$ cat src/rtl/thermal_guard_pkg.sv
package thermal_guard_pkg;
    localparam int DATA_W    = 32;
    localparam int ADDR_W    = 5;
    localparam int TEMP_W    = 8;
    localparam int SLOPE_W   = 32;
    localparam int RAW_W     = 12;
    localparam int FRAC_BITS = 4;

    localparam logic [ADDR_W-1:0] OFS_LIMIT = 5'h00;
    localparam logic [ADDR_W-1:0] OFS_SLOPE = 5'h04;
    localparam logic [ADDR_W-1:0] OFS_LOCK  = 5'h08;
    localparam logic [ADDR_W-1:0] OFS_RESP  = 5'h0C;
    localparam logic [ADDR_W-1:0] OFS_TEMP  = 5'h10;

    localparam int EN_BIT = 1;

    localparam logic [TEMP_W-1:0]  LIMIT_RST = 8'd125;
    localparam logic [SLOPE_W-1:0] SLOPE_RST = 32'd25;

    typedef struct packed {
        logic [TEMP_W-1:0]  limit;
        logic [SLOPE_W-1:0] slope;
        logic               lock;
        logic               resp_en;
    } cfg_t;
endpackage

$ cat src/rtl/tg_cfg_regs.sv
module tg_cfg_regs
    import thermal_guard_pkg::*;
(
    input  logic              clk,
    input  logic              rst_n,
    input  logic              wr_en,
    input  logic [ADDR_W-1:0] addr,
    input  logic [DATA_W-1:0] wr_data,
    output cfg_t              cfg
);
    cfg_t cfg_d, cfg_q;

    always_comb begin
        cfg_d = cfg_q;
        if (wr_en) begin
            if (addr == OFS_LOCK) begin
                cfg_d.lock = cfg_q.lock | wr_data[0];
            end else if (!cfg_q.lock) begin
                unique case (addr)
                    OFS_LIMIT: cfg_d.limit   = wr_data[TEMP_W-1:0];
                    OFS_SLOPE: cfg_d.slope   = wr_data[SLOPE_W-1:0];
                    OFS_RESP:  cfg_d.resp_en = wr_data[EN_BIT];
                    default:   cfg_d = cfg_q;
                endcase
            end
        end
    end

    always_ff @(posedge clk or negedge rst_n) begin
        if (!rst_n) begin
            cfg_q.limit   <= LIMIT_RST;
            cfg_q.slope   <= SLOPE_RST;
            cfg_q.lock    <= 1'b0;
            cfg_q.resp_en <= 1'b0;
        end else begin
            cfg_q <= cfg_d;
        end
    end

    assign cfg = cfg_q;
endmodule

$ cat src/rtl/tg_convert.sv
module tg_convert
    import thermal_guard_pkg::*;
#(
    parameter int RW = RAW_W,
    parameter int SW = SLOPE_W,
    parameter int TW = TEMP_W,
    parameter int FB = FRAC_BITS
) (
    input  logic          clk,
    input  logic          rst_n,
    input  logic          raw_valid,
    input  logic [RW-1:0] raw_sample,
    input  logic [SW-1:0] slope,
    output logic [TW-1:0] temp
);
    localparam int PW = RW + SW;

    logic [PW-1:0] prod, scaled;
    logic          over;
    logic [TW-1:0] temp_d, temp_q;

    always_comb begin
        prod   = PW'(raw_sample) * PW'(slope);
        scaled = prod >> FB;
        over   = |scaled[PW-1:TW];
        temp_d = temp_q;
        if (raw_valid) begin
            temp_d = over ? {TW{1'b1}} : scaled[TW-1:0];
        end
    end

    always_ff @(posedge clk or negedge rst_n) begin
        if (!rst_n) temp_q <= '0;
        else        temp_q <= temp_d;
    end

    assign temp = temp_q;
endmodule

$ cat src/rtl/tg_trip.sv
module tg_trip
    import thermal_guard_pkg::*;
#(
    parameter int TW = TEMP_W
) (
    input  logic          clk,
    input  logic          rst_n,
    input  logic [TW-1:0] temp,
    input  logic [TW-1:0] limit,
    input  logic          resp_en,
    output logic          req
);
    logic req_d, req_q;

    always_comb begin
        req_d = req_q | (resp_en && (temp > limit));
    end

    always_ff @(posedge clk or negedge rst_n) begin
        if (!rst_n) req_q <= 1'b0;
        else        req_q <= req_d;
    end

    assign req = req_q;
endmodule

$ cat src/rtl/thermal_guard_regs.sv
module thermal_guard_regs
    import thermal_guard_pkg::*;
(
    input  logic              clk,
    input  logic              rst_n,
    input  logic              wr_en,
    input  logic [ADDR_W-1:0] addr,
    input  logic [DATA_W-1:0] wr_data,
    output logic [DATA_W-1:0] rd_data,
    input  logic              raw_valid,
    input  logic [RAW_W-1:0]  raw_sample,
    output logic              shutdown_req
);
    cfg_t              cfg;
    logic [TEMP_W-1:0] cur_temp;

    tg_cfg_regs u_cfg (
        .clk     (clk),
        .rst_n   (rst_n),
        .wr_en   (wr_en),
        .addr    (addr),
        .wr_data (wr_data),
        .cfg     (cfg)
    );

    tg_convert u_conv (
        .clk        (clk),
        .rst_n      (rst_n),
        .raw_valid  (raw_valid),
        .raw_sample (raw_sample),
        .slope      (cfg.slope),
        .temp       (cur_temp)
    );

    tg_trip u_trip (
        .clk     (clk),
        .rst_n   (rst_n),
        .temp    (cur_temp),
        .limit   (cfg.limit),
        .resp_en (cfg.resp_en),
        .req     (shutdown_req)
    );

    always_comb begin
        rd_data = '0;
        unique case (addr)
            OFS_LIMIT: rd_data[TEMP_W-1:0]  = cfg.limit;
            OFS_SLOPE: rd_data[SLOPE_W-1:0] = cfg.slope;
            OFS_LOCK:  rd_data[0]           = cfg.lock;
            OFS_RESP:  rd_data[EN_BIT]      = cfg.resp_en;
            OFS_TEMP:  rd_data[TEMP_W-1:0]  = cur_temp;
            default:   rd_data = '0;
        endcase
    end
endmodule

$ cat config.mk
export PLATFORM = sky130hd
export DESIGN_NAME = thermal_guard_regs
export DESIGN_NICKNAME = d
export VERILOG_FILES = /design/src/rtl/thermal_guard_pkg.sv /design/src/rtl/tg_cfg_regs.sv /design/src/rtl/tg_convert.sv /design/src/rtl/tg_trip.sv /design/src/rtl/thermal_guard_regs.sv
export SDC_FILE = /design/constraint.sdc
export NUM_CORES = 1
export LEC_CHECK = 0
export ABC_AREA = 1
export BUFFER_PORTS_ARGS = -buffer_cell sky130_fd_sc_hd__buf_2
export CAP_MARGIN = 10
export CORE_ASPECT_RATIO = 1.4
export CORE_MARGIN = 8
export CORE_UTILIZATION = 59
export DETAILED_ROUTE_END_ITERATION = 8
export GPL_ROUTABILITY_DRIVEN = 0
export PLACE_DENSITY_LB_ADDON = 0.3
export REMOVE_ABC_BUFFERS = 1
export SLEW_MARGIN = 30
export SYNTH_ARGS = -nofsm -noshare
export SYNTH_HDL_FRONTEND = slang
export SYNTH_HIERARCHICAL = 1
export SYNTH_SLANG_ARGS = --single-unit
export TNS_END_PERCENT = 10
$ cat constraint.sdc
create_clock -name clk -period 5.2 [get_ports clk]
set_input_delay 0.52 -clock clk [delete_from_list [all_inputs] [get_ports clk]]
set_output_delay 0.52 -clock clk [all_outputs]
set_load 0.01 [all_outputs]
==> impl_results.md <==
* Outcome: complete, but fails checks
* Failing checks: setup timing
* Sw Share at 0.335
* Tmin final at 5490 ps
* Most used cell along the critical path: nand2_1
* N_diodes at 0
* Via count at roughly 16,000
* Crit Path Class: reg2reg
* WP data arrival at 5700 ps
* PwrDens at between 40 and 50 nW/um^2
* Non-Filler Instances at 2,879
* Global Route Usage Sum at 0.306
* Largest family of logic cells by synthesized area: adder cells
* First-pass GRT wire length at about 80,000 um
* Die Area at about 33,000 sq um
* Flop pwr share at 0.417
* Synth Area in Compound Gates at 0.0161
* Simple-gate share of the synthesized area at 0.297
* DR WL/cell at 17.0 um
* Pleak at 10.2 nW
* Register area share after synthesis at 0.0798
* Worst slew pin tran at slightly below 900 ps
* Core region area at approximately 27,000 sq um
* Starting Density at 0.599
* Synth top area cells: fa_1, nand2_1, inv_1
* Post-route ant nets at 0
* Critical path's slowest cell: fa_1
* Number of global-route vias before repair at 17,100
* TritonCTS buffer count at 5
* Worst vdd ir at 113 uV
* Drt drc at 0
* Max incr delay on CP at 570 ps
* Mux share of post-synthesis cell area at 0
* Yosys reg bits at 51
* Via-per-instance ratio at 5.40
* Slew Viols, Final at 0
* Layout cells sized above 1 at 0.247
* Pre-Repair DR Iteration Count at 5
* Synth Cell Area at around 16,000 sq um
* Crit-path max FO at 8
* Maximum root-to-sink buffer count at 2
* Post-synth top area share at 0.372
* Post-Syn Area per Cell at 7.12 sq um
* Overflow after GRT at 0
* Placement Rows at 71
* Sw Pwr at 0.328 mW
* Number of clock sinks at 51
* Crit-path cells: buf_2 -> nand2_1 -> fa_1 -> fa_2 -> fa_1 -> fa_1 -> fa_1 -> inv_1 -> ha_4 -> nand2_2 -> buf_4 -> nor2_4 -> and3_4 -> nand2_1 -> nand2_2 -> xnor2_1 -> nand2_1 -> nor2_1 -> nand2_1 -> nor2_4 -> nand4_1 -> nand2_1 -> inv_1
* Die Width at 156 um
* Most common cell after layout, fill and taps aside: nand2_1
* Fmax at 182 MHz
* Worst Skew at 13.8 ps
* Combinational share of power at 0.198
* Crit path launch type: register
* Clock-pin slew on the worst setup and hold paths at 90 ps
* Initial antenna violation count at 0
* Clock network fraction of design power at 0.385
* Hold Slack at 323 ps
* Max-cap viol count at 0
* Pint at 0.653 mW
* Xor/xnor cell area share of the yosys netlist at 0.00760
* Final setup viols at 8
* Post-layout util at 0.731
* Final nets at between 2,000 and 3,000
* CTS tree: yes
* H-tree depth at 2
* Starting DRT DRC Count at around 1,100
* Min-delay worst type: in2async
* Fin crit share at 1.06
* Post-synthesis cell type count at 38
* Slew Limit Headroom at 0.413
* Area Overhead vs Synth at 22.0%
* Final HPWL DP at between 30,000 and 40,000 um
* Top-Level Pins at between 80 and 90
* Die height at 212 um
* Synth Warn # at 6
* Largest net degree at the start of global routing at 52
* Final wirelength at roughly 49,000 um
* Most frequent cells in the layout: nand2_1, inv_1, fa_1
* Final setup margin at -287 ps
* Cells after DPL at 2,830
* Hold-fix buffers, CTS at 0
* Post-synthesis cell count at 2,265
* Post-synthesis adder-cell area fraction at 0.440
* Dominant cell type by area after synthesis: fa_1
* Clk root buf: clkbuf_16
* Required @ worst endpoint at 5410 ps
* Critical Path Sink Type: register
* Worst skew pair latency at 320 ps
* I/O Buffers at between 80 and 90
* Final hold viol count at 0
* Pwr Total at 0.982 mW
* RSZ-0062 raised after global routing: yes
[registers in the layout, indices dropped and copies added (netlist names)]
signal,flops
u_cfg/cfg,42
u_trip/req,1
u_conv/temp,8
[repair_timing]
item / CTS / global route
gates resized for setup: 178 / 74
buffers inserted: 30 / 11
setup endpoints to repair: 8 / 8
pin swaps: 62 / 61
[metrics by stage]
stage          instance area (sq um)  setup TNS, ps  setup WS (ps)
2_1_floorplan                  15700              0            219
3_3_place_gp                   18300          -6040           -757
3_5_place_dp                   18300          -6530           -827
4_1_cts                        19300           -437          -69.3
5_1_grt                        19700          -3790           -501
6_report                       19700          -2020           -287
[final cells by class]
type	count	area, sq um
multi-input combinational	1556	13000
timing repair buffer	329	2580
sequential	51	1310
inverter	570	2140
tap	365	457
clock inverter	3	23.8
clock buffer	5	125
fill	1969	7240
[power groups by stage]
stage	Clock (mW)	Combinational, mW	Sequential, mW
final	0.378	0.194	0.409
after global routing	0.396	0.206	0.410
after CTS	0.383	0.188	0.409
after detailed placement	0	0.182	0.417
after global placement	0	0.179	0.417
after floorplan	0	0.0431	0.411
[kinds of logic after synthesis]
kind of cell	Yosys count
DFF	51
xor gates and xnor gates	14
buffers and inverters	658
AOI/OAI and AO/OA	47
and+or+nand+nor	1108
adders and majority gates	387
[per-layer routing]
| metal | vias up | GRT usage | share of wire |
|---|---|---|---|
| li1 | 7030 | - | - |
| met1 | 7462 | 0.293 | 0.33 |
| met2 | 746 | 0.573 | 0.53 |
| met3 | 303 | 0.0516 | 0.059 |
| met4 | 0 | 0.234 | 0.082 |
| met5 | - | 0 | 0 |
[worst paths after layout]
| kind | slack (ps) | end | cells after the start | startpoint |
|---|---|---|---|---|
| worst max register to register | -290 | u_conv/temp[3] | 23 | u_cfg/cfg[15] |
| max in group asynchronous | 4330 | u_cfg/cfg[8] | 2 | rst_n |
| worst min register to register | 470 | u_trip/req | 2 | u_trip/req |
| worst max-delay path | -290 | u_conv/temp[3] | 23 | u_cfg/cfg[15] |
| min in group clk | 440 | u_cfg/cfg[36] | 3 | wr_data[2] |
| worst min-delay path | 320 | u_cfg/cfg[29] | 2 | rst_n |
[Yosys cell counts]
cell type  count
o21ai_0        5
nor2_1        91
nor2_2        32
nand3_2        6
nand3_1       47
or2_1          1
a21boi_0       1
ha_1          87
xor2_1         8
nand2_2       17
nand4_1       80
nor3_1         7
a21oi_2        1
nand3b_1       2
inv_2          6
inv_1        563
nor4b_1        1
dfrtp_1       42
clkinv_1       1
dfstp_2        9
nand3_4        3
clkbuf_1      68
buf_2          3
a21oi_1       33
and2_1         3
nor2_4         7
a21o_1         1
buf_6         13
o21ai_2        1
fa_1         300
nand2_1      797
or2_2          9
buf_4          4
and3_1         1
nand4_2        1
o21bai_1       5
nor2_8         3
xnor2_1        6
[worst max-delay path: cells and delay by family, from the launching register on]
family	cells	cell delay, ps
adder cells (fa/ha/maj)	6	2860
flip-flops	1	360
XOR/XNOR	1	130
AND/OR/NAND/NOR	12	1530
buffers and inverters	4	470
(Power assumes the default switching activity.)
